### config.mk
export PLATFORM = sky130hd
export DESIGN_NAME = sai_rx_port
export DESIGN_NICKNAME = d
export VERILOG_FILES = /design/src/rtl/sai_rx_pkg.sv /design/src/rtl/sai_rx_sync.sv /design/src/rtl/sai_rx_bitgen.sv /design/src/rtl/sai_rx_deser.sv /design/src/rtl/sai_rx_port.sv
export SDC_FILE = /design/constraint.sdc
export NUM_CORES = 1
export LEC_CHECK = 0
export BUFFER_PORTS_ARGS = -buffer_cell sky130_fd_sc_hd__buf_4
export CAP_MARGIN = 20
export CELL_PAD_IN_SITES_DETAIL_PLACEMENT = 0
export CELL_PAD_IN_SITES_GLOBAL_PLACEMENT = 1
export CORE_ASPECT_RATIO = 0.8
export CORE_UTILIZATION = 35
export DETAILED_ROUTE_END_ITERATION = 8
export PLACE_DENSITY = 0.68
export SLEW_MARGIN = 20
export SYNTH_ARGS = -nofsm -noshare
export SYNTH_HDL_FRONTEND = slang
export SYNTH_SLANG_ARGS = --single-unit
export TNS_END_PERCENT = 10
### constraint.sdc
create_clock -name clk -period 10.5 [get_ports clk]
set_input_delay 1.575 -clock clk [delete_from_list [all_inputs] [get_ports clk]]
set_output_delay 1.575 -clock clk [all_outputs]
set_load 0.01 [all_outputs]
### src/rtl/sai_rx_pkg.sv
// Shared types for the serial audio receiver.
package sai_rx_pkg;
    typedef enum logic [1:0] {
        FMT_I2S = 2'b00,
        FMT_LJ  = 2'b01,
        FMT_RJ  = 2'b10,
        FMT_TDM = 2'b11
    } fmt_e;
endpackage

### src/rtl/sai_rx_sync.sv
// Two-stage synchroniser for asynchronous serial inputs.
// Assumes the inputs change slowly relative to clk.
module sai_rx_sync #(
    parameter int W = 1
) (
    input  logic         clk,
    input  logic         rst_n,
    input  logic [W-1:0] din,
    output logic [W-1:0] q
);
    logic [W-1:0] meta;

    // Resample the asynchronous inputs twice.
    always_ff @(posedge clk) begin
        if (!rst_n) begin
            meta <= '0;
            q    <= '0;
        end else begin
            meta <= din;
            q    <= meta;
        end
    end
endmodule

### src/rtl/sai_rx_bitgen.sv
// Internal bit timing generator. Measures the frame period in system clocks
// between rising frame edges, divides it by the bits per frame and issues a
// mid-bit tick. The bit phase restarts at every rising frame edge.
// Assumes a period of at least 2 system clocks per bit.
module sai_rx_bitgen #(
    parameter int PER_W        = 16,
    parameter int STEREO_SHIFT = 6,
    parameter int TDM_SHIFT    = 9
) (
    input  logic clk,
    input  logic rst_n,
    input  logic en,
    input  logic tdm,
    input  logic frm_rise,
    output logic tick,
    output logic bclk_out
);
    logic [PER_W-1:0] per_cnt, per_meas, tcnt, bit_per, half;
    logic             started, have_per, run;

    always_comb begin
        bit_per = tdm ? (per_meas >> TDM_SHIFT) : (per_meas >> STEREO_SHIFT);
        half    = bit_per >> 1;
        run     = en & have_per & (bit_per >= PER_W'(2));
        tick    = run & (tcnt == half);
    end

    // Measure the frame period between rising frame edges.
    always_ff @(posedge clk) begin
        if (!rst_n || !en) begin
            per_cnt  <= '0;
            per_meas <= '0;
            started  <= 1'b0;
            have_per <= 1'b0;
        end else if (frm_rise) begin
            if (started) begin
                per_meas <= per_cnt + 1'b1;
                have_per <= 1'b1;
            end
            started <= 1'b1;
            per_cnt <= '0;
        end else if (per_cnt != '1) begin
            per_cnt <= per_cnt + 1'b1;
        end
    end

    // Bit phase counter, restarted at each frame edge.
    always_ff @(posedge clk) begin
        if (!rst_n || !run || frm_rise) begin
            tcnt <= '0;
        end else if (tcnt >= bit_per - 1'b1) begin
            tcnt <= '0;
        end else begin
            tcnt <= tcnt + 1'b1;
        end
    end

    // Generated bit clock: high in the second half of each bit.
    always_ff @(posedge clk) begin
        if (!rst_n) bclk_out <= 1'b0;
        else        bclk_out <= run & (tcnt >= half);
    end

    AST_LOCK_AT_EDGE: assert property (@(posedge clk) disable iff (!rst_n)
        $rose(have_per) |-> $past(frm_rise));
    AST_SLAVE_NO_CLK: assert property (@(posedge clk) disable iff (!rst_n)
        !en |=> !bclk_out);
endmodule

### src/rtl/sai_rx_deser.sv
// Deserialiser shared by all formats. On each bit tick it tracks the bit
// position since the last frame-clock event, shifts the bits into per-channel
// registers and publishes the frame when its last word completes.
// Assumes tick is a single-cycle strobe, with fs and sd valid alongside it.
module sai_rx_deser
    import sai_rx_pkg::*;
#(
    parameter int LANES     = 6,
    parameter int SAMPLE_W  = 24,
    parameter int SLOT_W    = 32,
    parameter int TDM_SLOTS = 16
) (
    input  logic                      clk,
    input  logic                      rst_n,
    input  logic                      tick,
    input  logic                      fs,
    input  logic [LANES-1:0]          sd,
    input  fmt_e                      fmt,
    output logic [2*LANES*SAMPLE_W-1:0] samples,
    output logic                      frame_valid
);
    localparam int NCH        = 2 * LANES;
    localparam int POS_W      = $clog2(SLOT_W * TDM_SLOTS);
    localparam int SB_W       = $clog2(SLOT_W);
    localparam int SLOT_IDX_W = POS_W - SB_W;

    logic                  f_prev, side, in_sync, left_done, done_q;
    logic [POS_W-1:0]      pos, pos_nx;
    logic                  is_tdm, evt, side_nx, sync_nx;
    logic [SB_W:0]         msb_off, lsb_pos, bit_pos;
    logic [SLOT_IDX_W-1:0] slot_no;
    logic                  in_word, last, slot_ok, cap, complete;
    logic [NCH-1:0]        shift_en, bit_in;
    logic [SAMPLE_W-1:0]   shreg [NCH];

    // Decode the frame event, bit position and capture window for this tick.
    always_comb begin
        is_tdm  = (fmt == FMT_TDM);
        evt     = is_tdm ? (fs & ~f_prev) : (fs ^ f_prev);
        pos_nx  = evt ? '0 : ((pos == '1) ? pos : pos + 1'b1);
        side_nx = evt ? ((fmt == FMT_I2S) ? fs : ~fs) : side;
        sync_nx = in_sync | evt;
        case (fmt)
            FMT_I2S: msb_off = (SB_W+1)'(1);
            FMT_RJ:  msb_off = (SB_W+1)'(SLOT_W - SAMPLE_W);
            default: msb_off = '0;
        endcase
        lsb_pos  = msb_off + (SB_W+1)'(SAMPLE_W - 1);
        bit_pos  = {1'b0, pos_nx[SB_W-1:0]};
        slot_no  = pos_nx[POS_W-1:SB_W];
        in_word  = (bit_pos >= msb_off) && (bit_pos <= lsb_pos);
        last     = (bit_pos == lsb_pos);
        slot_ok  = is_tdm ? (slot_no < SLOT_IDX_W'(NCH)) : (pos_nx < POS_W'(SLOT_W));
        cap      = tick & sync_nx & in_word & slot_ok;
        complete = cap & last &
                   (is_tdm ? (slot_no == SLOT_IDX_W'(NCH - 1)) : (side_nx & left_done));
    end

    for (genvar c = 0; c < NCH; c++) begin : g_chan
        assign shift_en[c] = cap & (is_tdm ? (slot_no == SLOT_IDX_W'(c))
                                           : (side_nx == 1'(c % 2)));
        assign bit_in[c]   = is_tdm ? sd[0] : sd[c / 2];
    end

    // Track frame position, channel side and left-word completion per tick.
    always_ff @(posedge clk) begin
        if (!rst_n) begin
            f_prev    <= 1'b0;
            pos       <= '1;
            side      <= 1'b0;
            in_sync   <= 1'b0;
            left_done <= 1'b0;
        end else if (tick) begin
            f_prev  <= fs;
            pos     <= pos_nx;
            side    <= side_nx;
            in_sync <= sync_nx;
            if (evt && !side_nx)
                left_done <= 1'b0;
            else if (cap && last && !side_nx && !is_tdm)
                left_done <= 1'b1;
        end
    end

    // Shift the received bits into the channel registers, MSB first.
    always_ff @(posedge clk) begin
        if (!rst_n) begin
            for (int c = 0; c < NCH; c++) shreg[c] <= '0;
        end else begin
            for (int c = 0; c < NCH; c++)
                if (shift_en[c]) shreg[c] <= {shreg[c][SAMPLE_W-2:0], bit_in[c]};
        end
    end

    // Publish a completed frame one cycle after its last bit.
    always_ff @(posedge clk) begin
        if (!rst_n) begin
            done_q      <= 1'b0;
            frame_valid <= 1'b0;
            samples     <= '0;
        end else begin
            done_q      <= complete;
            frame_valid <= done_q;
            if (done_q)
                for (int c = 0; c < NCH; c++) samples[c*SAMPLE_W +: SAMPLE_W] <= shreg[c];
        end
    end

    AST_TDM_ONE_CHAN: assert property (@(posedge clk) disable iff (!rst_n)
        is_tdm |-> $onehot0(shift_en));
    AST_VALID_PULSE: assert property (@(posedge clk) disable iff (!rst_n)
        frame_valid |=> !frame_valid);
    AST_HOLD_SAMPLES: assert property (@(posedge clk) disable iff (!rst_n)
        !frame_valid |-> $stable(samples));
    AST_EVT_RESTART: assert property (@(posedge clk) disable iff (!rst_n)
        (tick && evt) |=> (pos == '0));
endmodule

### src/rtl/sai_rx_port.sv
// Multi-lane serial audio receiver top. Synchronises the serial inputs,
// selects between the external bit clock and the internal bit timing, and
// feeds the shared deserialiser. The configuration must only change in reset.
module sai_rx_port
    import sai_rx_pkg::*;
#(
    parameter int LANES     = 6,
    parameter int SAMPLE_W  = 24,
    parameter int SLOT_W    = 32,
    parameter int TDM_SLOTS = 16,
    parameter int PER_W     = 16
) (
    input  logic                        clk,
    input  logic                        rst_n,
    input  logic [1:0]                  cfg_fmt,
    input  logic                        cfg_bclk_gen,
    input  logic                        bclk_in,
    input  logic                        fclk_in,
    input  logic [LANES-1:0]            sdata_in,
    output logic                        bclk_out,
    output logic [2*LANES*SAMPLE_W-1:0] samples_out,
    output logic                        frame_valid
);
    localparam int SYNC_W       = LANES + 2;
    localparam int STEREO_SHIFT = $clog2(2 * SLOT_W);
    localparam int TDM_SHIFT    = $clog2(TDM_SLOTS * SLOT_W);

    logic [SYNC_W-1:0] sync_q;
    logic [1:0]        clk_d;
    logic              bclk_rise, frm_rise, gen_tick, tick;
    fmt_e              fmt;

    assign fmt = fmt_e'(cfg_fmt);

    sai_rx_sync #(.W(SYNC_W)) u_sync (
        .clk   (clk),
        .rst_n (rst_n),
        .din   ({sdata_in, fclk_in, bclk_in}),
        .q     (sync_q)
    );

    // Delayed copy of both synchronised clocks for edge detection.
    always_ff @(posedge clk) begin
        if (!rst_n) clk_d <= '0;
        else        clk_d <= sync_q[1:0];
    end

    assign bclk_rise = sync_q[0] & ~clk_d[0];
    assign frm_rise  = sync_q[1] & ~clk_d[1];
    assign tick      = cfg_bclk_gen ? gen_tick : bclk_rise;

    sai_rx_bitgen #(
        .PER_W        (PER_W),
        .STEREO_SHIFT (STEREO_SHIFT),
        .TDM_SHIFT    (TDM_SHIFT)
    ) u_bitgen (
        .clk      (clk),
        .rst_n    (rst_n),
        .en       (cfg_bclk_gen),
        .tdm      (fmt == FMT_TDM),
        .frm_rise (frm_rise),
        .tick     (gen_tick),
        .bclk_out (bclk_out)
    );

    sai_rx_deser #(
        .LANES     (LANES),
        .SAMPLE_W  (SAMPLE_W),
        .SLOT_W    (SLOT_W),
        .TDM_SLOTS (TDM_SLOTS)
    ) u_deser (
        .clk         (clk),
        .rst_n       (rst_n),
        .tick        (tick),
        .fs          (sync_q[1]),
        .sd          (sync_q[SYNC_W-1:2]),
        .fmt         (fmt),
        .samples     (samples_out),
        .frame_valid (frame_valid)
    );
endmodule

==> flow_metrics.tcl <==
set metrics [dict create \
    cts.sinks 654 \
    max_cap_violations 0 \
    cts-root-buf "clkbuf_16" \
    arrival_ns 6.38 \
    grt_max_degree 174 \
    tritoncts "yes" \
    pwr-share-comb_pct 5.0 \
    status "finished, final reports clean" \
    fmax_mhz 165 \
    die_height_um 248 \
    insertion_delay_ns 0.61 \
    final_common_cell "dfxtp_1" \
    synth_cell_types 68 \
    dr.pass1.iters 5 \
    power.share.switching_pct 23.5 \
    drc 0 \
    switchingPower_mw 1.28 \
    min_path_type "reg -> reg" \
    clockPowerShare_pct 45.0 \
    grt_pass1_wl_um 100000 \
    worstMarginPinSlew_ns 1.17 \
    gp_congestion 0.818 \
    area_growth_pct 21.6 \
    yosysTopAreaCell "edfxtp_1" \
    antennaDiodeCount 0 \
    synthCells 2420 \
    drv_slew 0 \
    initial_core_util_pct 35.6 \
    grt_pass1_vias 17600 \
    drtIter0Drc 1156 \
    crit_fanout 173 \
    die-width_um 310 \
    yosysTopAreaCellShare_pct 32.6 \
    cp_slowest_cell "o31ai_4" \
    fin_setup_tns_ns 0 \
    ys_ff_latch 654 \
    core_area_mm2 0.0744 \
    yosys-top-cells-area "edfxtp_1 (33%), dfxtp_1 (28%), mux2i_1 (11%)" \
    finalCritPeriodShare_pct 57.7 \
    ctsLongestPathBuffers 3 \
    final_net_count 2709 \
    dieArea_mm2 0.0768 \
    hold_buffers 0 \
    dr_total_vias 18200 \
    synth_warnings 0 \
    startpoint_type "input port" \
    fill_cells 7054 \
    final_cell_mix "dfxtp_1 (365), nor2_1 (347), buf_4 (324)" \
    synth_area_mm2 0.0265 \
    synth-edff-count 288 \
    final_critical_path_setup_slack_ns 4.44 \
    power_frac_seq_pct 50.0 \
    grt_overflow 0 \
    slowest_delay_ns 0.81 \
    track_usage_pct 16.4 \
    drtAntennaViolNets 0 \
    path_buf_inv 6 \
    internal_power_mw 4.18 \
    yosysSeqAreaShare_pct 60.3 \
    routed_wl_um 64400 \
    portBuffers 302 \
    slew_headroom_pct 22.3 \
    antenna_found_initial 0 \
    cts_inserted_buffers 69 \
    critPathTopFamily "simple AND/OR/NAND/NOR gates" \
    routedWlPerCell_um 17.3 \
    crit_type "in -> reg" \
    finalSetupViolCount 0 \
    crit_required_ns 10.82 \
    cts_resized 0 \
    io_pins 303 \
    finalCriticalPeriod_ns 6.06 \
    cp-end-kind "register" \
    synth-main-ff-cell "dfxtp_1" \
    vdd_ir_drop_max_mv 0.108 \
    post-place-ws_ns 3.77 \
    path_cells "buf_4, nand2_1, nand2_1, nand2_1, inv_1, ha_1, and3_1, nand3_1, or4_1, o21ai_1, buf_4, nand4_1, buf_4, buf_12, o31ai_4, buf_6" \
    hold_viol 0 \
    drive_above_1_share_pct 18.3 \
    std_cell_rows 89 \
    power.density_mw_per_mm2 170 \
    synth.avg_cell_area_um2 11.0 \
    finClkSkew_ns 0.0214 \
    viasPerCell 4.89 \
    async_reset_ff_share_pct 0 \
    dp_hpwl_um 42400 \
    grt_setup_unrepaired "false" \
    h-tree-depth 3 \
    cts_setup_buffers 0 \
    leakage_nw 11.7 \
    synth.net_count 2470 \
    clkTransAtPathRegs_ns 0.06 \
]
[power by group through the flow]
stage | logic [mW] | clock network (mW) | registers (mW)
final | 0.274 | 2.46 | 2.73
after global routing | 0.301 | 2.63 | 2.74
after CTS | 0.272 | 2.54 | 2.73
after detailed placement | 0.271 | 0 | 2.79
after global placement | 0.264 | 0 | 2.79
after floorplan | 0.182 | 0 | 2.77
[layout make-up]
class                   instances  area (um^2)  area share (%)
flip-flops and latches        654        16000            49.6
multi-input cells            1433         9430            29.3
repair buffers                336         2610            8.10
clock buffers                  98         2020            6.27
well taps                    1001         1250            3.89
inverters                     165          627            1.95
clock inverters                30          297           0.920
[per-stage QoR]
stage                     hold WS (ns)  area (um^2)  instances  power (mW)  util, %
after global placement           0.417        29700       3579        3.05     40.0
after CTS                        0.433        32100       3709        5.55     43.1
after detailed placement         0.418        29800       3581        3.06     40.0
final                            0.435        32200       3717        5.47     43.3
after global routing             0.456        32200       3717        5.67     43.3
after floorplan                  0.412        26500       2420        2.96        -
[state kept, by name, summed over array words and instances (netlist names)]
name / count
u_bitgen.bclk_out: 1
u_deser.shreg: 288
u_deser.done_q: 1
u_deser.samples: 288
u_sync.q: 8
u_bitgen.per_meas: 10
u_deser.f_prev: 1
clk_d: 2
u_deser.left_done: 1
u_deser.pos: 9
u_bitgen.have_per: 1
u_sync.meta: 8
u_bitgen.tcnt: 16
u_bitgen.per_cnt: 16
u_deser.in_sync: 1
u_deser.frame_valid: 1
u_deser.side: 1
u_bitgen.started: 1
[cell usage after synthesis, types with 4 or more instances]
| cell | n |
|---|---|
| a31oi_1 | 5 |
| or3_1 | 5 |
| and3_1 | 7 |
| nand4_1 | 23 |
| a211oi_1 | 27 |
| o31ai_1 | 14 |
| nor2_1 | 348 |
| or2_2 | 5 |
| o21ai_0 | 17 |
| inv_1 | 165 |
| edfxtp_1 | 288 |
| clkbuf_1 | 88 |
| dfxtp_1 | 366 |
| nor3_1 | 178 |
| ha_1 | 37 |
| and2_1 | 69 |
| nand2b_1 | 6 |
| xnor2_1 | 17 |
| buf_2 | 28 |
| o211ai_1 | 10 |
| a21o_1 | 8 |
| o21a_1 | 7 |
| a21oi_1 | 35 |
| o21ai_1 | 6 |
| buf_4 | 17 |
| nor2b_1 | 4 |
| nand3_1 | 23 |
| nor4_1 | 69 |
| buf_1 | 35 |
| nand2_1 | 137 |
| mux2i_1 | 297 |
| xor2_1 | 21 |
| nor4_2 | 13 |
[worst paths after layout]
| check | slack [ns] | depth (start not counted) | from | to |
|---|---|---|---|---|
| worst max-delay path | 4.44 | 16 | cfg_fmt[0] | u_deser.shreg[0][15]$_SDFFCE_PN0P_ |
| worst min-delay path | 0.43 | 1 | u_sync.meta[0]$_SDFF_PN0_ | u_sync.q[0]$_SDFF_PN0_ |
| worst max register to register | 5.41 | 14 | u_deser.pos[0]$_SDFFE_PN1P_ | u_deser.shreg[0][5]$_SDFFCE_PN0P_ |
| worst min register to register | 0.43 | 1 | u_sync.meta[0]$_SDFF_PN0_ | u_sync.q[0]$_SDFF_PN0_ |
[cell families after synthesis]
family / synth area share (%)
adder cells (fa/ha/maj): 1.75
AND/OR/NAND/NOR: 16.2
flip-flops: 60.3
multiplexers: 11.3
XOR/XNOR: 1.26
buffers and inverters: 5.09
AO/OA/AOI/OAI: 4.21
[per-layer routing]
metal	global-route usage, %	vias to the layer above	wire (um)
met5	0	-	0
met4	4.44	0	1280
met3	3.20	81	3400
met2	25.7	402	29300
met1	23.1	8796	30400
li1	-	8906	-
No activity file was read; power rests on OpenSTA's default activity.
